`src/rtl/lsr_pkg.sv`:
```
package lsr_pkg;
  localparam int STAT_OFS   = 4;
  localparam int CTRL_OFS   = 0;
  // status live bit positions
  localparam int B_LOS      = 0;
  localparam int B_FSYNC    = 1;
  localparam int B_HFN      = 2;
  localparam int B_BFN      = 3;
  localparam int B_LCV      = 5;
  localparam int B_HOLD_LO  = 8;
  // sticky bank ordering, index i lands at status bit B_HOLD_LO+i
  localparam int N_HOLD     = 4;
  localparam int H_LOS      = 0;
  localparam int H_STATE    = 1;
  localparam int H_FREQ     = 2;
  localparam int H_FRAME    = 3;
  // control register bits
  localparam int C_GEN      = 0;
  localparam int C_HWRST    = 1;
  localparam int C_PEND     = 2;
endpackage

```
`src/rtl/lsr_hold_bank.sv`:
```
module lsr_hold_bank #(
  parameter int N = 4
) (
  input  logic         clk,
  input  logic         rst,
  input  logic [N-1:0] ev,
  input  logic         clr,
  output logic [N-1:0] hold_q,
  output logic [N-1:0] hold_nxt
);
  genvar i;
  generate
    for (i = 0; i < N; i++) begin : g_bit
      // an event wins over a clearing read so nothing is lost
      assign hold_nxt[i] = ev[i] | (hold_q[i] & ~clr);

      always_ff @(posedge clk) begin
        if (rst) hold_q[i] <= 1'b0;
        else     hold_q[i] <= hold_nxt[i];
      end

      AST_HOLD_SET: assert property (@(posedge clk) disable iff (rst)
        ev[i] |=> hold_q[i]);
      AST_HOLD_CLEAR: assert property (@(posedge clk) disable iff (rst)
        (clr && !ev[i]) |=> !hold_q[i]);
      AST_HOLD_KEEP: assert property (@(posedge clk) disable iff (rst)
        (clr && ev[i]) |=> hold_q[i]);
    end
  endgenerate
endmodule

```
`src/rtl/lsr_live_sample.sv`:
```
module lsr_live_sample (
  input  logic clk,
  input  logic rst,
  input  logic los_i,
  input  logic lcv_i,
  input  logic hfn_i,
  input  logic bfn_i,
  output logic los_q,
  output logic lcv_q,
  output logic hfn_q,
  output logic bfn_q,
  output logic fsync_q,
  output logic fsync_chg
);
  logic fsync_now;
  assign fsync_now = hfn_i & bfn_i;
  assign fsync_chg = fsync_now ^ fsync_q;

  always_ff @(posedge clk) begin
    if (rst) begin
      los_q   <= 1'b0;
      lcv_q   <= 1'b0;
      hfn_q   <= 1'b0;
      bfn_q   <= 1'b0;
      fsync_q <= 1'b0;
    end else begin
      los_q   <= los_i;
      lcv_q   <= lcv_i;
      hfn_q   <= hfn_i;
      bfn_q   <= bfn_i;
      fsync_q <= fsync_now;
    end
  end

  AST_FSYNC_NEEDS_BOTH: assert property (@(posedge clk) disable iff (rst)
    fsync_q |-> (hfn_q && bfn_q));
endmodule

```
`src/rtl/lsr_irq_ctrl.sv`:
```
module lsr_irq_ctrl (
  input  logic       clk,
  input  logic       rst,
  input  logic       wr_ctrl,
  input  logic [1:0] wr_bits,
  input  logic       pend_nxt,
  input  logic       hold_any_nxt,
  output logic       gen_en_q,
  output logic       hw_en_q,
  output logic       irq_o
);
  logic gen_nxt, hw_nxt;
  assign gen_nxt = wr_ctrl ? wr_bits[0] : gen_en_q;
  assign hw_nxt  = wr_ctrl ? wr_bits[1] : hw_en_q;

  always_ff @(posedge clk) begin
    if (rst) begin
      gen_en_q <= 1'b0;
      hw_en_q  <= 1'b0;
      irq_o    <= 1'b0;
    end else begin
      gen_en_q <= gen_nxt;
      hw_en_q  <= hw_nxt;
      irq_o    <= gen_nxt & ((hw_nxt & pend_nxt) | hold_any_nxt);
    end
  end

  AST_IRQ_GATED: assert property (@(posedge clk) disable iff (rst)
    irq_o |-> gen_en_q);
  AST_CTRL_WRITE: assert property (@(posedge clk) disable iff (rst)
    wr_ctrl |=> (gen_en_q == $past(wr_bits[0]) && hw_en_q == $past(wr_bits[1])));
endmodule

```
`src/rtl/link_status_regs.sv`:
```
module link_status_regs #(
  parameter int ADDR_W = 4,
  parameter int DATA_W = 32
) (
  input  logic              clk,
  input  logic              rst,
  input  logic              rd_en,
  input  logic              wr_en,
  input  logic [ADDR_W-1:0] addr,
  input  logic [DATA_W-1:0] wr_data,
  output logic [DATA_W-1:0] rd_data_o,
  output logic              rd_valid_o,
  input  logic              frame_pulse_i,
  input  logic              freq_err_i,
  input  logic              los_i,
  input  logic              lcv_alarm_i,
  input  logic              hfn_sync_i,
  input  logic              bfn_sync_i,
  input  logic              link_rst_req_i,
  output logic              irq_o
);
  import lsr_pkg::*;

  localparam logic [ADDR_W-1:0] A_STAT = ADDR_W'(STAT_OFS);
  localparam logic [ADDR_W-1:0] A_CTRL = ADDR_W'(CTRL_OFS);

  logic stat_rd, ctrl_rd, ctrl_wr;
  assign stat_rd = rd_en && (addr == A_STAT);
  assign ctrl_rd = rd_en && (addr == A_CTRL);
  assign ctrl_wr = wr_en && (addr == A_CTRL);

  logic los_q, lcv_q, hfn_q, bfn_q, fsync_q, fsync_chg;
  lsr_live_sample u_live (
    .clk(clk), .rst(rst),
    .los_i(los_i), .lcv_i(lcv_alarm_i), .hfn_i(hfn_sync_i), .bfn_i(bfn_sync_i),
    .los_q(los_q), .lcv_q(lcv_q), .hfn_q(hfn_q), .bfn_q(bfn_q),
    .fsync_q(fsync_q), .fsync_chg(fsync_chg)
  );

  logic [N_HOLD-1:0] hold_ev, hold_q, hold_nxt;
  always_comb begin
    hold_ev          = '0;
    hold_ev[H_LOS]   = los_i;
    hold_ev[H_STATE] = fsync_chg;
    hold_ev[H_FREQ]  = freq_err_i;
    hold_ev[H_FRAME] = frame_pulse_i;
  end

  lsr_hold_bank #(.N(N_HOLD)) u_stat_hold (
    .clk(clk), .rst(rst), .ev(hold_ev), .clr(stat_rd),
    .hold_q(hold_q), .hold_nxt(hold_nxt)
  );

  logic [0:0] pend_q, pend_nxt;
  lsr_hold_bank #(.N(1)) u_pend_hold (
    .clk(clk), .rst(rst), .ev(link_rst_req_i), .clr(ctrl_rd),
    .hold_q(pend_q), .hold_nxt(pend_nxt)
  );

  logic gen_en_q, hw_en_q;
  lsr_irq_ctrl u_irq (
    .clk(clk), .rst(rst), .wr_ctrl(ctrl_wr), .wr_bits(wr_data[1:0]),
    .pend_nxt(pend_nxt[0]), .hold_any_nxt(|hold_nxt),
    .gen_en_q(gen_en_q), .hw_en_q(hw_en_q), .irq_o(irq_o)
  );

  logic [DATA_W-1:0] stat_word, ctrl_word;
  always_comb begin
    stat_word          = '0;
    stat_word[B_LOS]   = los_q;
    stat_word[B_FSYNC] = fsync_q;
    stat_word[B_HFN]   = hfn_q;
    stat_word[B_BFN]   = bfn_q;
    stat_word[B_LCV]   = lcv_q;
    stat_word[B_HOLD_LO +: N_HOLD] = hold_q;
    ctrl_word          = '0;
    ctrl_word[C_GEN]   = gen_en_q;
    ctrl_word[C_HWRST] = hw_en_q;
    ctrl_word[C_PEND]  = pend_q[0];
  end

  always_ff @(posedge clk) begin
    if (rst) begin
      rd_valid_o <= 1'b0;
      rd_data_o  <= '0;
    end else begin
      rd_valid_o <= rd_en;
      if (stat_rd)      rd_data_o <= stat_word;
      else if (ctrl_rd) rd_data_o <= ctrl_word;
      else              rd_data_o <= '0;
    end
  end

  AST_RD_LATENCY: assert property (@(posedge clk) disable iff (rst)
    rd_en |=> rd_valid_o);
  AST_NO_SPURIOUS_VALID: assert property (@(posedge clk) disable iff (rst)
    !rd_en |=> !rd_valid_o);
  AST_RSVD_ZERO: assert property (@(posedge clk) disable iff (rst)
    rd_valid_o |-> (rd_data_o[31:12] == 20'h0 && rd_data_o[7:6] == 2'b00 && !rd_data_o[4]));
  AST_PEND_RISE: assert property (@(posedge clk) disable iff (rst)
    $rose(pend_q[0]) |-> $past(link_rst_req_i));
endmodule

```
`config.mk`:
```
export PLATFORM = sky130hd
export DESIGN_NAME = link_status_regs
export DESIGN_NICKNAME = d
export VERILOG_FILES = /design/src/rtl/lsr_pkg.sv /design/src/rtl/lsr_hold_bank.sv /design/src/rtl/lsr_live_sample.sv /design/src/rtl/lsr_irq_ctrl.sv /design/src/rtl/link_status_regs.sv
export SDC_FILE = /design/constraint.sdc
export NUM_CORES = 1
export LEC_CHECK = 0
export ABC_AREA = 1
export BUFFER_PORTS_ARGS = -buffer_cell sky130_fd_sc_hd__buf_2
export CAP_MARGIN = 15
export CORE_MARGIN = 4
export CORE_UTILIZATION = 35
export DETAILED_ROUTE_END_ITERATION = 8
export PLACE_DENSITY = 0.76
export SLEW_MARGIN = 10
export SYNTH_ARGS = -nofsm -noshare
export SYNTH_HDL_FRONTEND = slang
export SYNTH_SLANG_ARGS = --single-unit
```
`constraint.sdc`:
```
create_clock -name clk -period 1.5 [get_ports clk]
set_clock_uncertainty 0.05 [all_clocks]
set_input_delay 0.45 -clock clk [delete_from_list [all_inputs] [get_ports clk]]
set_output_delay 0.45 -clock clk [all_outputs]
set_load 0.005 [all_outputs]
```
==> impl_metrics.csv <==
group,metric,value,unit
run_status,status,"finished clean",
final_layout,area_growth,10.8,%
synth,avgSynthCellArea,7.96,um^2
placed_design,placed_cell_area,0.00107,mm^2
synth,synthMuxAreaShare,0,
synth,synth_top_area_cell,"dfxtp_1",
die,ioPinCount,81,
worst_setup_path,worst-path-buf-inv,1,
clocking,post-cts-setup-buffers,0,
synth,async_reset_ff_frac,0,
min_path,min_from,"lcv_alarm_i",
final_layout,nets,201,
clocking,htree_num_levels,1,
clocking,cts_tree,"yes",
pwr,leakage,0.603,nW
worst_setup_path,rr_startpoint,"u_live.fsync_q",
die,floorplan.die.height,61.1,um
synth,synth-edff-count,0,
global_routing,grt_pass1_vias,610,
worst_setup_path,crit_path_end_kind,"output pin",
global_routing,grt_max_degree,16,
run,drv_cap,0,
synth,yosys.area_share.simple,0.200,
worst_setup_path,crit_family,"flip-flops",
pwr,ir_worst_vdd,0.372,mV
placed_design,gp_congestion,0.770,
detailed_routing,wirelength,1.54,mm
timing,finalSetupViolCount,0,
synth,synth-seq-cells,23,
die,start_util,0.381,
worst_setup_path,arrival,730,ps
clocking,path_clk_slew,120,ps
synth,synth_top_area_share,0.466,
clocking,cts_buffer_depth,2,
timing,min_period,1230,ps
synth,yosysSeqAreaShare,0.466,
synth,synth-xor-area-share,0.00887,
timing,hold_viol,0,
pwr,p_switching,0.245,mW
synth,syn_inst,124,
die,core-area,0.00259,mm^2
detailed_routing,drc,0,
synth,synth_compound_area_frac,0.0583,
detailed_routing,wl_per_cell,8.40,um
global_routing,grt_overflow,0,
global_routing,antenna_found_initial,0,
clocking,clkSinkCount,23,
worst_setup_path,worstSetupPathType,"flip-flop to output pin",
die,die-area,0.00373,mm^2
synth,ys_warn_count,0,
timing,final_max_slew_viol_count,0,
final_layout,drive_above_1_share,0.235,
detailed_routing,drt_iter0_markers,6,
final_layout,postLayoutCellArea,0.00109,mm^2
timing,max_freq,810,MHz
die,die_x,61.1,um
pwr,seqPwrFrac,0.631,
detailed_routing,vias_per_cell,3.93,
synth,synth_adder_area_share,0,
clocking,cts_buffers,3,
synth,synth_common_cells,"buf_4 (23), dfxtp_1 (23), inv_1 (22), nand2_1 (19), nor2_1 (15)",
synth,ys_top_cells_by_area,"dfxtp_1 (47%), buf_4 (17%), inv_1 (8.4%)",
worst_setup_path,critPathRequiredTime,1000,ps
synth,syn-cell-area,987,um^2
worst_setup_path,startpoint_type,"flip-flop",
global_routing,grt_pass1_wl,2.33,mm
synth,synth_flop_cell,"dfxtp_1",
worst_setup_path,critPathLaunch,"rd_valid_o",
clocking,clk_latency,300,ps
pwr,p_clk_frac,0.272,
worst_setup_path,slowest_stage,"dfxtp_1",
worst_setup_path,path_max_fanout,1,
global_routing,grt_usage,0.0843,
synth,synth_top_family_by_area,"buffers and inverters",
detailed_routing,ant_nets,0,
worst_setup_path,crit_path_cell_trace,"buf_2",
timing,tns,0,ps
pwr,comb_power_share,0.097,
timing,rsz0062_at_grt,"no",
min_path,hold_class,"input pin to flip-flop",
pwr,powerDensity,926,mW/mm^2
clocking,ctsHoldBuffers,0,
die,row_count,18,
placed_design,port-buffer-count,27,
detailed_routing,drt_pass1_iterations,4,
placed_design,dp_hpwl,1.26,mm
clocking,root_buffer,"clkbuf_4",
timing,post-route-period-util,0.823,
pwr,p_int,0.768,mW
synth,yosysUniqueCellTypes,17,
clocking,cts_resized,0,
detailed_routing,via_count,719,
final_layout,n_antenna_cell,0,
worst_setup_path,slowest_delay,320,ps
pwr,switching_share,0.242,
-- layer usage --
metal / up-vias / global-route usage / part of all wire
met1: 305 / 0.0896 / 0.38
li1: 379 / - / -
met4: 0 / 0.0372 / 0.016
met2: 31 / 0.150 / 0.49
met5: - / 0 / 0
met3: 4 / 0.0294 / 0.12
-- flip-flops by register name, summed over array words and instances, names as in the netlist --
name	cells
rd_data_o	9
u_stat_hold.hold_q	4
rd_valid_o	1
u_irq.gen_en_q	1
u_irq.hw_en_q	1
u_irq.irq_o	1
u_live.bfn_q	1
u_live.fsync_q	1
u_live.hfn_q	1
u_live.lcv_q	1
u_live.los_q	1
u_pend_hold.hold_q	1
-- kinds of logic after synthesis --
group | Yosys count
AOI/OAI and AO/OA | 10
xor gates and xnor gates | 1
buffers and inverters | 46
DFF | 23
other | 1
and+or+nand+nor | 43
-- cell usage in the layout, fill, tap and decap left out --
cell      count
conb_1       23
xor2_1        1
inv_1        22
nand4_1       1
a21oi_1       6
nor2_2        2
a211oi_2      1
nand3b_1      1
nor2_1       15
o21ai_0       3
clkbuf_4      3
clkinv_2      1
buf_2        27
nand3_4       1
nand2_1      19
nor2_4        1
dfxtp_1      23
nand3_1       3
-- area by class of cell --
type / count / area (um^2)
fill: 284 / 1500
sequential: 23 / 460
multi-input combinational: 77 / 350
timing repair buffer: 27 / 135
inverter: 22 / 82.6
tap: 30 / 37.5
clock buffer: 3 / 22.5
clock inverter: 1 / 5.00
-- power groups by stage --
stage	Combinational, mW	Sequential, mW	Clock [mW]
CTS	0.0981	0.639	0.288
global route	0.117	0.641	0.308
detailed placement	0.0979	0.653	0
finish	0.0985	0.639	0.275
global placement	0.0955	0.652	0
floorplan	0.104	0.652	0
-- stage by stage --
stage	hold WS (ps)	util	worst slack (ps)	total power [mW]	std cells
2_1_floorplan	344	-	295	0.757	146
3_3_place_gp	346	0.412	60.7	0.748	179
3_5_place_dp	351	0.412	27.4	0.751	179
4_1_cts	277	0.422	245	1.03	183
5_1_grt	285	0.422	204	1.07	183
6_report	287	0.422	265	1.01	183
-- final timing paths --
kind | cells after the start | slack [ps] | endpoint
worst min-delay path | 3 | 290 | u_live.lcv_q
worst max register to register | 6 | 460 | u_irq.irq_o
worst min register to register | 2 | 360 | rd_data_o[3]
worst max-delay path | 1 | 270 | rd_valid_o
No activity file was read; power rests on OpenSTA's default activity.
